File: src/rtl/dsync_pkg.sv
// Shared types for the frame sync receiver.
// Assumes: nothing beyond IEEE 1800-2017.
package dsync_pkg;

    // Class given to one measured pulse at its end edge.
    typedef enum logic [2:0] {
        PK_NONE  = 3'd0,   // no pulse ended this cycle
        PK_SHORT = 3'd1,   // ordinary frame pulse
        PK_LONG  = 3'd2,   // frame-0 pulse
        PK_FLIP  = 3'd3,   // high time only explainable by a swapped pair
        PK_BAD   = 3'd4    // width outside every window
    } pulse_kind_e;

endpackage

File: src/rtl/dsync_tick.sv
// Tick prescaler: raises tick once every CLK_PER_TICK clocks.
// Assumes: CLK_PER_TICK >= 1; a value of 1 gives a tick on every clock.
module dsync_tick #(
    parameter int CLK_PER_TICK = 125
) (
    input  logic clk,
    input  logic rst_n,
    output logic tick
);
    localparam int TW = (CLK_PER_TICK > 1) ? $clog2(CLK_PER_TICK) : 1;
    localparam logic [TW-1:0] LAST = TW'(CLK_PER_TICK - 1);

    logic [TW-1:0] div_q;

    // Free-running divider, wraps at the last count.
    always_ff @(posedge clk) begin
        if (!rst_n)
            div_q <= '0;
        else if (div_q == LAST)
            div_q <= '0;
        else
            div_q <= div_q + 1'b1;
    end

    assign tick = (div_q == LAST);

endmodule

File: src/rtl/dsync_meas.sv
// Edge and width measurement with polarity correction.
// Samples the line twice to find edges. A polarity register decides which
// line edge starts a pulse and which ends it. One since-start counter, in
// ticks, gives both the high time (at the end edge) and the period (at the
// next start). A high time in the inverted window flips the polarity and
// restarts the counter on that same edge, since the edge is then a real
// pulse start.
// Assumes: LOS_TICKS is the largest time parameter; the input is already
// synchronized to clk.
module dsync_meas import dsync_pkg::*; #(
    parameter int NORM_MIN  = 5,
    parameter int NORM_MAX  = 1000,
    parameter int LONG_MIN  = 2000,
    parameter int LONG_MAX  = 5000,
    parameter int INV_MIN   = 5001,
    parameter int INV_MAX   = 9999,
    parameter int PER_MIN   = 9900,
    parameter int PER_MAX   = 10100,
    parameter int LOS_TICKS = 20000
) (
    input  logic        clk,
    input  logic        rst_n,
    input  logic        tick,
    input  logic        sync_in,
    output pulse_kind_e kind,
    output logic        per_err,
    output logic        pol_inv,
    output logic        los
);
    localparam int CW = $clog2(LOS_TICKS + 1);
    localparam logic [CW-1:0] NMIN_C = CW'(NORM_MIN);
    localparam logic [CW-1:0] NMAX_C = CW'(NORM_MAX);
    localparam logic [CW-1:0] LMIN_C = CW'(LONG_MIN);
    localparam logic [CW-1:0] LMAX_C = CW'(LONG_MAX);
    localparam logic [CW-1:0] IMIN_C = CW'(INV_MIN);
    localparam logic [CW-1:0] IMAX_C = CW'(INV_MAX);
    localparam logic [CW-1:0] PMIN_C = CW'(PER_MIN);
    localparam logic [CW-1:0] PMAX_C = CW'(PER_MAX);
    localparam logic [CW-1:0] LOS_C  = CW'(LOS_TICKS);

    logic          d_q, d_q2;
    logic          pol_q, have_prev_q, los_q;
    logic [CW-1:0] cnt_q;
    logic          raw_rise, raw_fall, t_rise, t_fall, restart;

    // Two-stage history of the line for edge detection.
    always_ff @(posedge clk) begin
        if (!rst_n) begin
            d_q  <= 1'b0;
            d_q2 <= 1'b0;
        end else begin
            d_q  <= sync_in;
            d_q2 <= d_q;
        end
    end

    // Map raw line edges to pulse start and end through the polarity.
    always_comb begin
        raw_rise = d_q & ~d_q2;
        raw_fall = ~d_q & d_q2;
        t_rise   = pol_q ? raw_fall : raw_rise;
        t_fall   = pol_q ? raw_rise : raw_fall;
    end

    // Sort the high time into a class at the pulse end edge.
    always_comb begin
        kind = PK_NONE;
        if (t_fall) begin
            if (cnt_q >= NMIN_C && cnt_q <= NMAX_C)
                kind = PK_SHORT;
            else if (cnt_q >= LMIN_C && cnt_q <= LMAX_C)
                kind = PK_LONG;
            else if (cnt_q >= IMIN_C && cnt_q <= IMAX_C)
                kind = PK_FLIP;
            else
                kind = PK_BAD;
        end
    end

    assign per_err = t_rise && have_prev_q && (cnt_q < PMIN_C || cnt_q > PMAX_C);
    assign restart = t_rise || (kind == PK_FLIP);

    // Ticks since the last pulse start, saturating at the loss limit.
    always_ff @(posedge clk) begin
        if (!rst_n)
            cnt_q <= '0;
        else if (restart)
            cnt_q <= {{(CW-1){1'b0}}, 1'b1};
        else if (tick && cnt_q < LOS_C)
            cnt_q <= cnt_q + 1'b1;
    end

    // Previous-start validity and loss of signal, both tied to the counter limit.
    always_ff @(posedge clk) begin
        if (!rst_n) begin
            have_prev_q <= 1'b0;
            los_q       <= 1'b0;
        end else if (restart) begin
            have_prev_q <= 1'b1;
            los_q       <= 1'b0;
        end else if (cnt_q == LOS_C) begin
            have_prev_q <= 1'b0;
            los_q       <= 1'b1;
        end
    end

    // Polarity register, flipped by an inverted-window high time.
    always_ff @(posedge clk) begin
        if (!rst_n)
            pol_q <= 1'b0;
        else if (kind == PK_FLIP)
            pol_q <= ~pol_q;
    end

    assign pol_inv = pol_q;
    assign los     = los_q;

    // a pulse start always ends loss of signal.
    p_los_clear_r8: assert property (@(posedge clk) disable iff (!rst_n)
        (los_q && t_rise) |=> !los_q);

    // an inverted-window high time changes how the next edge is read.
    p_flip_swaps_r4: assert property (@(posedge clk) disable iff (!rst_n)
        (kind == PK_FLIP) |=> (pol_q != $past(pol_q)));

endmodule

File: src/rtl/dsync_track.sv
// Frame counter, strobes and lock state.
// Consumes one classified event per pulse. It counts frames modulo MF_LEN,
// forces frame 0 on a long pulse, counts short pulses since the last long
// one, and counts consecutive regular multiframes up to LOCK_MF. Any fault,
// polarity flip or loss of signal drops lock and restarts the count.
// Assumes: at most one event per cycle; MF_LEN >= 2; LOCK_MF >= 1.
module dsync_track import dsync_pkg::*; #(
    parameter int MF_LEN  = 16,
    parameter int LOCK_MF = 2
) (
    input  logic                      clk,
    input  logic                      rst_n,
    input  pulse_kind_e               kind,
    input  logic                      per_err,
    input  logic                      los,
    output logic [$clog2(MF_LEN)-1:0] frame_num,
    output logic                      frame_stb,
    output logic                      mf_stb,
    output logic                      err_stb,
    output logic                      locked
);
    localparam int FW = $clog2(MF_LEN);
    localparam int GW = $clog2(LOCK_MF + 1);
    localparam logic [FW-1:0] LAST_F = FW'(MF_LEN - 1);
    localparam logic [GW-1:0] GOAL   = GW'(LOCK_MF);

    logic [FW-1:0] frame_q, pcnt_q;
    logic [GW-1:0] good_q;
    logic          seen_q, lock_q, fstb_q, mstb_q, estb_q;
    logic          drop;

    assign drop = (kind == PK_BAD) || (kind == PK_FLIP) || per_err || los;

    // Frame number and the two frame strobes.
    always_ff @(posedge clk) begin
        if (!rst_n) begin
            frame_q <= '0;
            fstb_q  <= 1'b0;
            mstb_q  <= 1'b0;
            estb_q  <= 1'b0;
        end else begin
            fstb_q <= (kind == PK_SHORT) || (kind == PK_LONG);
            mstb_q <= (kind == PK_LONG);
            estb_q <= (kind == PK_BAD) || per_err;
            if (kind == PK_LONG)
                frame_q <= '0;
            else if (kind == PK_SHORT)
                frame_q <= (frame_q == LAST_F) ? '0 : frame_q + 1'b1;
        end
    end

    // Regular-multiframe counting and the lock decision.
    always_ff @(posedge clk) begin
        if (!rst_n) begin
            pcnt_q <= '0;
            good_q <= '0;
            seen_q <= 1'b0;
            lock_q <= 1'b0;
        end else if (drop) begin
            pcnt_q <= '0;
            good_q <= '0;
            seen_q <= 1'b0;
            lock_q <= 1'b0;
        end else if (kind == PK_LONG) begin
            pcnt_q <= '0;
            seen_q <= 1'b1;
            if (seen_q && pcnt_q == LAST_F) begin
                good_q <= (good_q == GOAL) ? GOAL : good_q + 1'b1;
                if (good_q >= GOAL - 1'b1)
                    lock_q <= 1'b1;
            end else if (seen_q) begin
                good_q <= '0;
                lock_q <= 1'b0;
            end
        end else if (kind == PK_SHORT) begin
            if (seen_q && pcnt_q == LAST_F) begin
                pcnt_q <= '0;
                good_q <= '0;
                seen_q <= 1'b0;
                lock_q <= 1'b0;
            end else if (pcnt_q != LAST_F) begin
                pcnt_q <= pcnt_q + 1'b1;
            end
        end
    end

    assign frame_num = frame_q;
    assign frame_stb = fstb_q;
    assign mf_stb    = mstb_q;
    assign err_stb   = estb_q;
    assign locked    = lock_q;

    // multiframe strobe only with a frame strobe at frame 0.
    p_mf_frame0_r10: assert property (@(posedge clk) disable iff (!rst_n)
        mf_stb |-> (frame_stb && frame_num == '0));

    // an ordinary strobe steps the frame number by one.
    p_frame_step_r1: assert property (@(posedge clk) disable iff (!rst_n)
        (frame_stb && !mf_stb) |->
            (frame_num == (($past(frame_num) == LAST_F) ? '0 : $past(frame_num) + 1'b1)));

    // a fault strobe never coincides with lock or a frame strobe.
    p_err_unlock_r3: assert property (@(posedge clk) disable iff (!rst_n)
        err_stb |-> (!locked && !frame_stb));

    // lock is only gained on a frame-0 pulse.
    p_lock_on_mf_r6: assert property (@(posedge clk) disable iff (!rst_n)
        $rose(locked) |-> mf_stb);

endmodule

File: src/rtl/dsync_rx.sv
// Top level of the frame sync receiver: prescaler, measurement, tracker.
// Assumes: sync_in is synchronized to clk; all windows are in ticks of
// CLK_PER_TICK clocks, with LOS_TICKS the largest of them.
module dsync_rx import dsync_pkg::*; #(
    parameter int CLK_PER_TICK = 125,
    parameter int NORM_MIN     = 5,
    parameter int NORM_MAX     = 1000,
    parameter int LONG_MIN     = 2000,
    parameter int LONG_MAX     = 5000,
    parameter int INV_MIN      = 5001,
    parameter int INV_MAX      = 9999,
    parameter int PER_MIN      = 9900,
    parameter int PER_MAX      = 10100,
    parameter int LOS_TICKS    = 20000,
    parameter int MF_LEN       = 16,
    parameter int LOCK_MF      = 2
) (
    input  logic                      clk,
    input  logic                      rst_n,
    input  logic                      sync_in,
    output logic [$clog2(MF_LEN)-1:0] frame_num,
    output logic                      frame_stb,
    output logic                      mf_stb,
    output logic                      pol_inv,
    output logic                      locked,
    output logic                      err_stb,
    output logic                      los
);
    logic        tick;
    pulse_kind_e kind;
    logic        per_err;

    dsync_tick #(.CLK_PER_TICK(CLK_PER_TICK)) u_tick (
        .clk   (clk),
        .rst_n (rst_n),
        .tick  (tick)
    );

    dsync_meas #(
        .NORM_MIN  (NORM_MIN),
        .NORM_MAX  (NORM_MAX),
        .LONG_MIN  (LONG_MIN),
        .LONG_MAX  (LONG_MAX),
        .INV_MIN   (INV_MIN),
        .INV_MAX   (INV_MAX),
        .PER_MIN   (PER_MIN),
        .PER_MAX   (PER_MAX),
        .LOS_TICKS (LOS_TICKS)
    ) u_meas (
        .clk     (clk),
        .rst_n   (rst_n),
        .tick    (tick),
        .sync_in (sync_in),
        .kind    (kind),
        .per_err (per_err),
        .pol_inv (pol_inv),
        .los     (los)
    );

    dsync_track #(
        .MF_LEN  (MF_LEN),
        .LOCK_MF (LOCK_MF)
    ) u_track (
        .clk       (clk),
        .rst_n     (rst_n),
        .kind      (kind),
        .per_err   (per_err),
        .los       (los),
        .frame_num (frame_num),
        .frame_stb (frame_stb),
        .mf_stb    (mf_stb),
        .err_stb   (err_stb),
        .locked    (locked)
    );

    // a polarity change lands with lock already dropped.
    p_pol_unlock_r4: assert property (@(posedge clk) disable iff (!rst_n)
        !$stable(pol_inv) |-> !locked);

    // loss of signal removes lock by the next cycle.
    p_los_unlock_r8: assert property (@(posedge clk) disable iff (!rst_n)
        los |=> !locked);

endmodule

File: config.mk
export PLATFORM = sky130hd
export DESIGN_NAME = dsync_rx
export DESIGN_NICKNAME = d
export VERILOG_FILES = /design/src/rtl/dsync_pkg.sv /design/src/rtl/dsync_tick.sv /design/src/rtl/dsync_meas.sv /design/src/rtl/dsync_track.sv /design/src/rtl/dsync_rx.sv
export SDC_FILE = /design/constraint.sdc
export NUM_CORES = 1
export LEC_CHECK = 0
export BUFFER_PORTS_ARGS = -buffer_cell sky130_fd_sc_hd__buf_4
export CAP_MARGIN = 25
export CORE_MARGIN = 2
export CORE_UTILIZATION = 55
export CTS_CLUSTER_DIAMETER = 60
export DETAILED_ROUTE_END_ITERATION = 8
export GPL_TIMING_DRIVEN = 0
export MAX_ROUTING_LAYER = met4
export PLACE_DENSITY = 0.81
export SKIP_LAST_GASP = 1
export SLEW_MARGIN = 10
export SYNTH_ARGS = -nofsm -noshare
export SYNTH_HDL_FRONTEND = slang
export SYNTH_SLANG_ARGS = --single-unit
File: constraint.sdc
create_clock -name clk -period 3.1 [get_ports clk]
set_input_delay 0.62 -clock clk [delete_from_list [all_inputs] [get_ports clk]]
set_output_delay 0.62 -clock clk [all_outputs]
set_load 0.005 [all_outputs]
==> out/results.txt <==
mux cell area share after synthesis -> 2.87%
leakage -> 0.00101 µW
Post-synth ARST share -> 0%
CTS tree -> built
Hold Path Class -> reg -> reg
via/cell ratio -> 5.84
routability cong. -> 0.865
Syn Area/Cell -> 8.70 µm²
Max-Cap Viols -> 0
slew margin rel. -> 52.1%
fin nets -> 315
Crit Path Class -> reg -> reg
reg-to-reg setup timing slack -> 0.54 ns
Final Hold Fails -> 0
num rows -> 24
port bufs -> 11
number of global-route vias before repair -> 1916
Post-synth EDFFs -> 0
placed cell count -> 349
Routed WL per cell -> 14.0 µm
distinct cell type count after synthesis -> 64
Root Driver -> clkbuf_8
Max VDD drop -> 171 µV
antenna violations before repair -> 0
Synth Area in Compound Gates -> 17.8%
Cell Pwr Density -> 356 nW/µm²
GRT met2 Usage -> 34.2%
largest net degree at the start of global routing -> 13
htree depth -> 2
Post-Syn Area -> 2490 µm²
global routing's busiest layer -> met2
crit path launch type -> flip-flop
final max-slew violation count -> 0
DR DRC count -> 0
Layout Cells excl Fill -> 357
Hold Startpoint -> u_track.good_q[0]
Critical path destination -> u_track.frame_num[1]
Pre-antenna DRT Iters -> 6
flops & latches, synth -> 42
most frequent cells in the layout -> dfxtp_1, nor2_1, nand2_1, nand3_1
die width -> 71.3 µm
register area share after synthesis -> 33.8%
largest family of logic cells by synthesized area -> simple AND/OR/NAND/NOR gates
Setup TNS -> 0 ns
crit path capture type -> flip-flop
Overflow after GRT -> 0
synthesized-area fraction occupied by and/or/nand/nor cells -> 29.5%
clock buffer depth -> 2
Crit path required time -> 3.27 ns
Final setup viols -> 0
Via Count -> 2084
status -> completed
clock period minus worst slack -> 2.56 ns
Max Freq -> 0.391 GHz
main flop type after synthesis -> dfxtp_1
Tot GR Track Use -> 21.4%
CP Data Arrival Time -> 2.72 ns
met1 Use GR -> 26.3%
clock sinks -> 42
Layout Skew -> 0.00574 ns
postcts setup bufs -> 0
unrepaired setup endpoints after global routing -> no
worst-margin pin slew -> 0.710 ns
Clock transition at path regs -> 0.08 ns
worst-path fanout max -> 9
Reg2Reg Capture Point -> u_track.frame_num[1]
CTS Hold Buffers Added -> 0
Post-DP Area -> 2640 µm²
Synth Area in Adders -> 4.02%
commonest non-fill, non-tap cell in the layout -> dfxtp_1
Die Y -> 71.3 µm
R2R cell count -> 7
origin of the worst setup path -> u_meas.cnt_q[8]
grt met3 use -> 4.92%
Clock Latency Late Sink -> 0.30 ns
antenna fix cells -> 0
reg2reg start -> u_meas.cnt_q[8]
initial core utilization -> 57.1%
detailed placement HPWL -> 3670 µm
DRT Wirelength -> 5010 µm
ANT nets after route -> 0
syn nets -> 297
fraction of layout cells with a size suffix above 1 -> 17.7%
core footprint -> 4350 µm²
Synth Area in XOR/XNOR -> 6.69%
first-pass GRT wire length -> 8430 µm
fin crit share -> 82.5%
Resized cells post-CTS -> 0
first-iteration detailed-routing DRC count -> 124
Synth Instances -> 286
die area -> 5080 µm²
total CTS buffers -> 5
I/O Pins -> 13
area growth from synthesis to layout -> 9.61%
YS warnings -> 0
post-route cell area -> 2730 µm²
## per-layer routing
metal	wire length, µm	vias to the layer above
li1	-	1054
met4	99	0
met2	2370	53
met3	223	11
met1	2310	966
met5	0	-
## layout make-up
| type | instances | area (µm²) |
|---|---|---|
| Fill cell | 380 | 1630 |
| Clock inverter | 1 | 5.00 |
| Clock buffer | 7 | 86.3 |
| Buffer | 14 | 97.6 |
| Tap cell | 52 | 65.1 |
| Timing Repair Buffer | 11 | 82.6 |
| Inverter | 9 | 33.8 |
| Sequential cell | 42 | 841 |
| Multi-Input combinational cell | 221 | 1520 |
## worst min-delay path by stage
stage / endpoint / slack, ns / cells after the start
floorplan: u_track.good_q[0] / 0.44 / 2
global placement: u_track.good_q[0] / 0.46 / 2
detailed placement: u_track.good_q[0] / 0.47 / 2
CTS: u_track.good_q[0] / 0.48 / 2
global route: u_track.good_q[0] / 0.50 / 2
finish: u_track.good_q[0] / 0.47 / 2
## registers in the layout (all words and copies together), names as in the netlist, 2 cells and up
register / cells
u_tick.div_q: 7
u_track.pcnt_q: 4
u_track.good_q: 2
u_track.frame_num: 4
u_meas.cnt_q: 15
## logic make-up (layout without fill, tap and decap cells)
family | count (synthesis) | in the layout
AO/OA/AOI/OAI | 56 | 56
XOR/XNOR | 19 | 19
adder cells (fa/ha/maj) | 8 | 8
buffers and inverters | 23 | 42
flip-flops | 42 | 42
multiplexers | 7 | 7
AND/OR/NAND/NOR | 131 | 131
## where the power goes
part	leakage (µW)	switching (µW)	internal (µW)
Sequential	0.000340	8.55	546
Combinational	0.000624	30.0	21.0
Clock	0.0000482	184	180
Total	0.00101	223	747
## cells in the mapped netlist (3+ instances only)
master    instances  share of area [%]
nor2_1           25                3.8
a31oi_1           3               0.75
dfxtp_1          42                 34
inv_1             9                1.4
nor2_4            4                1.8
buf_2             5                1.0
a211oi_1          4                1.2
mux2i_1           6                2.4
xnor2_1           5                1.8
nand3_1          16                3.2
ha_1              8                4.0
buf_6             3                1.4
a21oi_1          14                2.8
nor3_1            9                1.8
nand4_1           5                1.3
o21ai_0           9                1.8
and2_1            4                1.0
clkbuf_1          5               0.75
nand2_1          24                3.6
and3_1            5                1.3
nand2b_1          9                2.3
xor2_1           14                4.9
nor2_2            6                1.5
nor4_1            5                1.3
## per-stage QoR
step / util [%] / power [µW] / hold slack, ns / setup WS, ns
finish: 62.6 / 970 / 0.474 / 0.543
global route: 62.6 / 1000 / 0.496 / 0.320
CTS: 62.6 / 976 / 0.476 / 0.528
detailed placement: 60.5 / 619 / 0.465 / 0.559
global placement: 60.5 / 616 / 0.457 / 0.629
floorplan: - / 605 / 0.442 / 0.988
## worst max-delay path, stage by stage, from the launching register on
cell and delay, ns:
dfxtp_1 0.31, clkbuf_1 0.34, nand3_1 0.26, nor2_1 0.47
a211o_1 0.29, nand2_1 0.15, o21ai_0 0.50, nor2_1 0.10
Note: power is estimated with default switching activity, not from simulation.
